**config.mk**
```make
export PLATFORM = sky130hd
export DESIGN_NAME = sysctl_regbank
export DESIGN_NICKNAME = d
export VERILOG_FILES = /design/src/rtl/sysctl_pkg.sv /design/src/rtl/sysctl_decode.sv /design/src/rtl/sysctl_cfgword.sv /design/src/rtl/sysctl_dll.sv /design/src/rtl/sysctl_regbank.sv
export SDC_FILE = /design/constraint.sdc
export NUM_CORES = 1
export LEC_CHECK = 0
export ABC_AREA = 1
export BUFFER_PORTS_ARGS = -buffer_cell sky130_fd_sc_hd__buf_2
export CELL_PAD_IN_SITES_DETAIL_PLACEMENT = 2
export CELL_PAD_IN_SITES_GLOBAL_PLACEMENT = 2
export CORE_UTILIZATION = 37
export CTS_BUF_LIST = sky130_fd_sc_hd__clkbuf_8
export DETAILED_ROUTE_END_ITERATION = 10
export PLACE_DENSITY_LB_ADDON = 0.08
export SLEW_MARGIN = 0
export SYNTH_ARGS = -nofsm -noshare
export SYNTH_HDL_FRONTEND = slang
export SYNTH_HIERARCHICAL = 1
export SYNTH_SLANG_ARGS = --single-unit
```
**constraint.sdc**
```tcl
create_clock -name clk -period 2.2 [get_ports clk]
set_clock_uncertainty 0.05 [all_clocks]
set_input_delay 0.22 -clock clk [delete_from_list [all_inputs] [get_ports clk]]
set_output_delay 0.22 -clock clk [all_outputs]
set_load 0.01 [all_outputs]
```
**src/rtl/sysctl_pkg.sv**
```systemverilog
package sysctl_pkg;

  localparam int DLL_N = 8;

  localparam logic [9:0] IDX_CFG0   = 10'h000;
  localparam logic [9:0] IDX_CFG1   = 10'h001;
  localparam logic [9:0] IDX_CFG2   = 10'h002;
  localparam logic [9:0] IDX_CFG3   = 10'h003;
  localparam logic [9:0] IDX_CFG4   = 10'h004;
  localparam logic [9:0] IDX_CFG5   = 10'h005;
  localparam logic [9:0] IDX_CFG6   = 10'h006;
  localparam logic [9:0] IDX_XACT0  = 10'h028;
  localparam logic [9:0] IDX_XACT1  = 10'h029;
  localparam logic [9:0] IDX_XACT2  = 10'h02A;
  localparam logic [9:0] IDX_XACT3  = 10'h02B;
  localparam logic [9:0] IDX_DLL    = 10'h040;
  localparam logic [9:0] IDX_AID    = 10'h3FE;
  localparam logic [9:0] IDX_ID     = 10'h3FF;

  typedef enum logic [3:0] {
    SEL_NONE,
    SEL_CFG0,
    SEL_CFG1,
    SEL_CFG2,
    SEL_CFG3,
    SEL_CFG4,
    SEL_CFG5,
    SEL_CFG6,
    SEL_XACT,
    SEL_DLL,
    SEL_AID,
    SEL_ID
  } reg_sel_e;

endpackage

```
**src/rtl/sysctl_decode.sv**
```systemverilog
module sysctl_decode
  import sysctl_pkg::*;
#(
  parameter bit HAS_W25 = 1'b1,
  parameter bit HAS_W6  = 1'b1
) (
  input  logic [11:0] addr,
  output reg_sel_e    sel
);

  logic [9:0] widx;
  assign widx = 10'(addr >> 2);

  always_comb begin
    sel = SEL_NONE;
    case (widx)
      IDX_CFG0:  sel = SEL_CFG0;
      IDX_CFG1:  sel = SEL_CFG1;
      IDX_CFG2:  if (HAS_W25) sel = SEL_CFG2;
      IDX_CFG3:  sel = SEL_CFG3;
      IDX_CFG4:  sel = SEL_CFG4;
      IDX_CFG5:  if (HAS_W25) sel = SEL_CFG5;
      IDX_CFG6:  if (HAS_W6)  sel = SEL_CFG6;
      IDX_XACT0, IDX_XACT1,
      IDX_XACT2, IDX_XACT3: sel = SEL_XACT;
      IDX_DLL:   sel = SEL_DLL;
      IDX_AID:   sel = SEL_AID;
      IDX_ID:    sel = SEL_ID;
      default:   sel = SEL_NONE;
    endcase
  end

endmodule

```
**src/rtl/sysctl_cfgword.sv**
```systemverilog
module sysctl_cfgword #(
  parameter int          W   = 32,
  parameter logic [W-1:0] RST = '0
) (
  input  logic         clk,
  input  logic         rst_n,
  input  logic         we,
  input  logic [W-1:0] d,
  output logic [W-1:0] q
);

  logic [W-1:0] q_d;

  always_comb begin
    q_d = q;
    if (we) q_d = d;
  end

  always_ff @(posedge clk or negedge rst_n) begin
    if (!rst_n) q <= RST;
    else        q <= q_d;
  end

endmodule

```
**src/rtl/sysctl_dll.sv**
```systemverilog
module sysctl_dll
  import sysctl_pkg::*;
(
  input  logic             clk,
  input  logic             rst_n,
  input  logic             we,
  input  logic [DLL_N-1:0] wmask,
  input  logic [DLL_N-1:0] lock,
  output logic [31:0]      value
);

  logic [DLL_N-1:0] mask_q;
  logic [DLL_N-1:0] mask_d;
  logic [DLL_N-1:0] ok_bit;
  logic             all_ok;

  always_comb begin
    mask_d = mask_q;
    if (we) mask_d = wmask;
  end

  always_ff @(posedge clk or negedge rst_n) begin
    if (!rst_n) mask_q <= '1;
    else        mask_q <= mask_d;
  end

  for (genvar i = 0; i < DLL_N; i++) begin : g_ok
    assign ok_bit[i] = lock[i] | ~mask_q[i];
  end

  assign all_ok = &ok_bit;
  assign value  = {mask_q, lock, 15'd0, all_ok};

endmodule

```
**src/rtl/sysctl_regbank.sv**
```systemverilog
module sysctl_regbank
  import sysctl_pkg::*;
#(
  parameter int          N_LED     = 8,
  parameter logic [31:0] ID_VAL    = 32'h4104_0520,
  parameter logic [31:0] AID_VAL   = 32'h0200_0008,
  parameter logic [31:0] CFG4_VAL  = 32'h0000_0003,
  parameter logic [31:0] CFG0_RST  = 32'h0000_0001,
  parameter logic [7:0]  PART_FULL = 8'h52,
  parameter logic [7:0]  PART_LITE = 8'h54
) (
  input  logic             clk,
  input  logic             rst_n,
  input  logic             bus_sel,
  input  logic             bus_wr,
  input  logic [11:0]      bus_addr,
  input  logic [31:0]      bus_wdata,
  output logic [31:0]      bus_rdata,
  output logic             bus_err,
  output logic             remap_o,
  output logic [N_LED-1:0] led_o,
  input  logic [7:0]       dll_lock,
  output logic             xact_req,
  output logic             xact_wr,
  output logic [1:0]       xact_idx,
  input  logic [31:0]      xact_rdata
);

  localparam logic [7:0] PART    = ID_VAL[11:4];
  localparam bit         HAS_W25 = (PART == PART_FULL) || (PART == PART_LITE);
  localparam bit         HAS_W6  = (PART == PART_FULL);

  reg_sel_e    sel;
  logic        wr_hit;
  logic        rd_hit;
  logic [31:0] cfg0_q, cfg1_q, cfg2_q, cfg5_q, cfg6_q;
  logic [31:0] dll_val;
  logic [31:0] rd_mux;
  logic [31:0] rdata_d;
  logic        err_d;

  sysctl_decode #(.HAS_W25(HAS_W25), .HAS_W6(HAS_W6)) u_dec (
    .addr (bus_addr),
    .sel  (sel)
  );

  assign wr_hit = bus_sel & bus_wr;
  assign rd_hit = bus_sel & ~bus_wr;

  sysctl_cfgword #(.W(32), .RST(CFG0_RST)) u_w0 (
    .clk(clk), .rst_n(rst_n), .we(wr_hit && (sel == SEL_CFG0)),
    .d(bus_wdata), .q(cfg0_q)
  );

  sysctl_cfgword #(.W(32), .RST(32'd0)) u_w1 (
    .clk(clk), .rst_n(rst_n), .we(wr_hit && (sel == SEL_CFG1)),
    .d(bus_wdata), .q(cfg1_q)
  );

  if (HAS_W25) begin : g_w25
    sysctl_cfgword #(.W(32), .RST(32'd0)) u_w2 (
      .clk(clk), .rst_n(rst_n), .we(wr_hit && (sel == SEL_CFG2)),
      .d(bus_wdata), .q(cfg2_q)
    );
    sysctl_cfgword #(.W(32), .RST(32'd0)) u_w5 (
      .clk(clk), .rst_n(rst_n), .we(wr_hit && (sel == SEL_CFG5)),
      .d(bus_wdata), .q(cfg5_q)
    );
  end else begin : g_no_w25
    assign cfg2_q = '0;
    assign cfg5_q = '0;
  end

  if (HAS_W6) begin : g_w6
    sysctl_cfgword #(.W(32), .RST(32'd0)) u_w6 (
      .clk(clk), .rst_n(rst_n), .we(wr_hit && (sel == SEL_CFG6)),
      .d(bus_wdata), .q(cfg6_q)
    );
  end else begin : g_no_w6
    assign cfg6_q = '0;
  end

  sysctl_dll u_dll (
    .clk   (clk),
    .rst_n (rst_n),
    .we    (wr_hit && (sel == SEL_DLL)),
    .wmask (bus_wdata[31:24]),
    .lock  (dll_lock),
    .value (dll_val)
  );

  always_comb begin
    case (sel)
      SEL_CFG0: rd_mux = cfg0_q;
      SEL_CFG1: rd_mux = cfg1_q;
      SEL_CFG2: rd_mux = cfg2_q;
      SEL_CFG3: rd_mux = '0;
      SEL_CFG4: rd_mux = CFG4_VAL;
      SEL_CFG5: rd_mux = cfg5_q;
      SEL_CFG6: rd_mux = cfg6_q;
      SEL_XACT: rd_mux = xact_rdata;
      SEL_DLL:  rd_mux = dll_val;
      SEL_AID:  rd_mux = AID_VAL;
      SEL_ID:   rd_mux = ID_VAL;
      default:  rd_mux = '0;
    endcase
  end

  always_comb begin
    rdata_d = bus_rdata;
    if (rd_hit) rdata_d = rd_mux;
    err_d = bus_sel && (sel == SEL_NONE);
  end

  always_ff @(posedge clk or negedge rst_n) begin
    if (!rst_n) begin
      bus_rdata <= '0;
      bus_err   <= 1'b0;
    end else begin
      bus_rdata <= rdata_d;
      bus_err   <= err_d;
    end
  end

  assign remap_o  = cfg0_q[0];
  assign led_o    = cfg1_q[N_LED-1:0];
  assign xact_req = bus_sel && (sel == SEL_XACT);
  assign xact_wr  = bus_wr;
  assign xact_idx = bus_addr[3:2];

endmodule

```
# After elaboration in Yosys (flattened, before gate mapping)
# Index checks and enable logic that the tools add are counted.
# classes
eq_ne	23
n_mux	2
n_bitwise	19
reduce_logical	12
# ops
op	count
$pmux 32 s10	1
$pmux 4 s11	1
$eq 10x6->1 const B	4
$eq 10x3->1 const B	3
$eq 10x10->1 const B	2
$eq 10x2->1 const B	2
$eq 4x4->1 const B	4
$eq 4x3->1 const B	3
$eq 10x1->1 const B	1
$eq 10x7->1 const B	1
$logic_not 10->1	1
$not 1->1	9
$eq 4x2->1 const B	2
$logic_and 1x1->1	8
$or 1x1->1	8
$reduce_and 8->1	1
$eq 4x1->1 const B	1
$logic_not 4->1	1
$reduce_or 4->1	1
$and 1x1->1	2
# word_totals
reg_bits	201
input_bits	88
out_inout_bits	46
word_cells	64

# Longest topological paths before layout
# depth
depth_word	5
mapped_depth	16

# Cells and area by module
# Netlist, hierarchy kept.
# by_module_without_submodules
mod	n_inst	cells_per_inst	area_each_um2
sysctl_cfgword at g_w25.u_w2 ...	4	136	1292.5
sysctl_regbank	1	664	3555.9
sysctl_cfgword at u_w0	1	136	1293.7
sysctl_dll	1	69	626.9
sysctl_decode	1	52	219.0

# Worst setup path before layout
# No wires, ideal clock.
# synth_timing
path_kind	input to register
from	input port bus_addr[9]
to	register g_w25.u_w5.q[0]
setup_ps	116
t_arrival_ps	1886
required_ps	2034
path_slack_ps	148
stages	16
path_cell_list	nor2_1 -> nand2_2 -> nor2_2 -> nand2_1 -> nor2_1 -> inv_2 -> nor2_1 -> buf_4 -> buf_4 -> nand2_1 -> nor2_1 -> buf_6 -> inv_8 -> buf_12 -> nand2_2 -> nand2_1
# synth_via
elab_chain_cells	5
# synth_rtl
element	line_no	source
start: declaration	sysctl_regbank.sv:16	input logic [11:0] bus_addr,
$eq 10x6->1	sysctl_decode.sv:16	case (widx)
$reduce_or 4->1	sysctl_decode.sv:16	
$pmux 4 s11 *	sysctl_decode.sv:16	
net sel[2]	sysctl_regbank.sv:33	reg_sel_e sel;
$eq 4x3->1 *	sysctl_regbank.sv:66	.clk(clk), .rst_n(rst_n), .we(wr_hit && (sel == SEL_CFG5)),
$logic_and 1x1->1 *	sysctl_regbank.sv:66	
end signal: assignment	sysctl_cfgword.sv:21	else q <= q_d;
end: declaration	sysctl_cfgword.sv:9	output logic [W-1:0] q
# Mark *: on every way through the listed nets, which the timed path passes. The rest lies on a longest branch.
# A chain may end at the register's enable or synchronous reset.

# Worst setup path after layout
# layout_timing
from	input port bus_addr[8]
to	register g_w6.u_w6.q[31]
# layout_via
elab_chain_cells	5
# layout_rtl
element	line_no	source
$eq 10x6->1	sysctl_decode.sv:16	
$reduce_or 4->1	sysctl_decode.sv:16	
$pmux 4 s11 *	sysctl_decode.sv:16	
net sel[0]	sysctl_regbank.sv:33	
$eq 4x3->1 *	sysctl_regbank.sv:76	.clk(clk), .rst_n(rst_n), .we(wr_hit && (sel == SEL_CFG6)),
$logic_and 1x1->1 *	sysctl_regbank.sv:76	
end signal: assignment	sysctl_cfgword.sv:21	
end: declaration	sysctl_cfgword.sv:9	
# Marks and branches as above.

==> metrics.csv <==
stage,metric,value,unit
flow_run,max-cap check violation count,0,
drt,DRT Pass-1 Iters,5,
final_layout,area of the multi-input gates,0.00475,mm2
cts,CTS max path bufs,3,
power,Switching Fraction,25.2,%
drt,wire per inst,20.5,um
timing,worst-margin pin slew,918,ps
grt,largest net degree at the start of global routing,54,
final_layout,fraction of layout cells with a size suffix above 1,21.8,%
grt,vias in the first global route,11900,
drt,Vias,10600,
die,die height,173,um
die,# rows,62,
critical_path,element type at the critical path end,flip-flop,
critical_path,R2R Setup Slk,460,ps
placement,GPL Wtd Cong,0.825,
grt,first-pass GRT wire length,67200,um
timing,Max-slew headroom,38.7,%
final_layout,fillers,3389,
grt,initial antenna violation count,2,
drt,Via density,5.09,
timing,Final Cycle Share,98.5,%
placement,Cells after DPL,1963,
critical_path,crit path kind,in2reg,
final_layout,Final Util,46.4,%
power,leakage,7.76,nW
timing,fin. max-slew vios,0,
power,Sequential Power Share,45.7,%
final_layout,FF/Latch Area,0.00504,mm2
cts,H-Tree Depth,2,
cts,CTS Root Cell,clkbuf_8,
final_layout,Final Net Count,1746,
critical_path,startpoint class of the critical path,input port,
power,P_int,6.21,mW
critical_path,Reg2Reg Depth,11,
critical_path,FF-to-FF Start,u_dll/mask_q[5]$_DFFE_PN1P_,
cts,Inserted Clock Buffers,40,
die,Core Area,0.0288,mm2
cts,CTS tree,built,
run_status,outcome,"finished, final reports clean",
cts,"Reg clk slew, reported paths",60,ps
min_path,Hold EP,bus_rdata[30]$_DFFE_PN0P_,
critical_path,reg2reg end,bus_rdata[0]$_DFFE_PN0P_,
die,Top Ports,134,
grt,total gr overflow,0,
yosys,Cell variety after synth,23,
final_layout,"most common cell after layout, fill and taps aside",nand2_1,
final_layout,fin cells,2075,
power,Comb power frac,5.9,%
critical_path,Worst EP required,2570,ps
drt,DRT iter0 DRCs,437,
cts,clock sink total,201,
drt,Final Routed Wirelength,42400,um
yosys,#FFs+latches synth,201,
final_layout,area grow syn2layout,22.9,%
die,starting density of the core,37.8,%
min_path,hold path start,xact_rdata[30],
power,Pwr Density,621,mW/mm2
final_layout,"commonest non-fill, non-tap cells in the layout","nand2_1 (707), nand3_1 (204), dfrtp_1 (192)",
power,Max VDD drop,0.000336,V
power,clock share of power,48.4,%
critical_path,CP Max Fanout,32,
drt,post-route ant nets,0,
die,die area,0.0301,mm2
critical_path,Critical Path AT,2540,ps
yosys,Ys Warns,6,
placement,Port Buffers,131,
timing,setup_tns,0,ps
grt,Global Route Usage Sum,29.1,%
yosys,sequential area share after synthesis,46.4,%
min_path,cell depth of the worst hold path,7,
drt,DR DRC count,0,
timing,Setup Viol. Count Final,0,
power,Net Sw Power,2.09,mW
timing,Final Hold Vio Count,0,
die,Die W,173,um
min_path,Hold Path Class,in2reg,
timing,maximum clock frequency,462,MHz
placement,Detailed Place HPWL,27100,um
timing,RSZ-0062 raised after global routing,true,
yosys,syn avg cell area,7.42,um2
yosys,Mapped Cells,1465,
yosys,synthesized area,0.0109,mm2
timing,minimum clock period,2170,ps
cts,"Clk Latency, worst-skew pair",550,ps
==> per-layer routing <==
metal / share of wire, % / GRT usage [%] / vias to the layer above / routed length (um)
li1: - / - / 4875 / -
met5: 0 / 0 / - / 0
met3: 4.2 / 4.47 / 80 / 1800
met1: 43 / 36.5 / 5371 / 18400
met4: 2.4 / 8.70 / 0 / 1040
met2: 50 / 51.3 / 232 / 21200
==> state kept, by name (all words and copies together) (netlist names) <==
signal / count
u_w1/q: 32
g_w6.u_w6/q: 32
bus_err: 1
u_w0/q: 32
bus_rdata: 32
u_dll/mask_q: 8
g_w25.u_w2/q: 32
g_w25.u_w5/q: 32
==> cell families (layout without fill, tap and decap cells) <==
family,count (synthesis),after routing,synth area share [%]
buffers and inverters,170,380,11.1
DFF,201,201,46.4
muxes,8,8,1.11
other,1,16,0.0345
and+or+nand+nor,1085,1086,41.4
==> critical path, cell delays in order <==
cell and delay (ps):
buf_2 120, nor2_1 170, nand2_2 110, nor2_1 120, nand2_1 70, nand3_1 300, buf_4 210, nand2_1 120
nor4_2 460, buf_4 270, inv_8 130, nand2_1 130, nand2_1 80
==> synth_stat cells <==
cell	instances	share of area (%)
nand2_1	707	24
nand3_1	205	9.4
dfrtp_1	192	44
nor2_1	110	3.8
nand2_2	52	3.0
inv_1	49	1.7
buf_4	43	3.0
clkbuf_1	19	0.66
buf_6	16	1.7
clkbuf_8	15	1.9
buf_2	14	0.64
dfstp_2	9	2.2
mux2_4	8	1.1
buf_12	5	0.92
inv_8	5	0.52
nor2_2	5	0.29
buf_1	2	0.069
inv_2	2	0.069
nand3b_1	2	0.14
nor4_1	2	0.12
conb_1	1	0.035
nand4_1	1	0.058
nor2_4	1	0.10
==> worst max path at each step <==
stage                      from                          end  slack [ps]  depth (start not counted)
finish              bus_addr[8]  g_w6.u_w6/q[31]$_DFFE_PN0P_          30                         13
global placement    bus_addr[7]  g_w6.u_w6/q[20]$_DFFE_PN0P_        -150                         13
global route        bus_addr[8]  g_w25.u_w2/q[6]$_DFFE_PN0P_         -40                         13
CTS                 bus_addr[5]                     xact_req          70                         13
detailed placement  bus_addr[5]  g_w6.u_w6/q[26]$_DFFE_PN0P_        -210                         13
floorplan           bus_addr[9]  g_w25.u_w5/q[0]$_DFFE_PN0P_         150                         16
==> stage by stage <==
stage	cell area, um2	hold slack [ps]	power (mW)	setup slack [ps]
after global routing	13400	78.2	8.59	-42.6
after CTS	13300	10.5	8.40	71.1
after floorplan	10900	-126	4.00	148
after detailed placement	12100	183	4.30	-207
final	13400	35.6	8.30	34.0
after global placement	12100	181	4.28	-152
==> final cells by class <==
cell class	instances	area share [%]
Antenna cell	1	0.0187
Clock buffer	53	5.46
Clock inverter	21	0.862
Inverter	56	1.85
Multi-Input combinational cell	1109	35.6
Sequential cell	201	37.7
Tap cell	384	3.60
Timing Repair Buffer	250	14.9
==> power groups by stage <==
| stage | clock network, mW | registers (mW) | logic [mW] |
|---|---|---|---|
| finish | 4.02 | 3.79 | 0.489 |
| global route | 4.25 | 3.80 | 0.542 |
| CTS | 4.12 | 3.79 | 0.493 |
| detailed placement | 0 | 3.86 | 0.441 |
| global placement | 0 | 3.85 | 0.429 |
| floorplan | 0 | 3.85 | 0.146 |
==> what timing repair did <==
item	4_1_cts	5_1_grt
gates cloned	1	0
hold endpoints to repair	217	0
pin swaps	1	1
hold buffers	34	0
resized for setup	1	1
buffers inserted	1	1
endpoints found under the setup margin	1	24
Power figures use the tool's default switching activity.
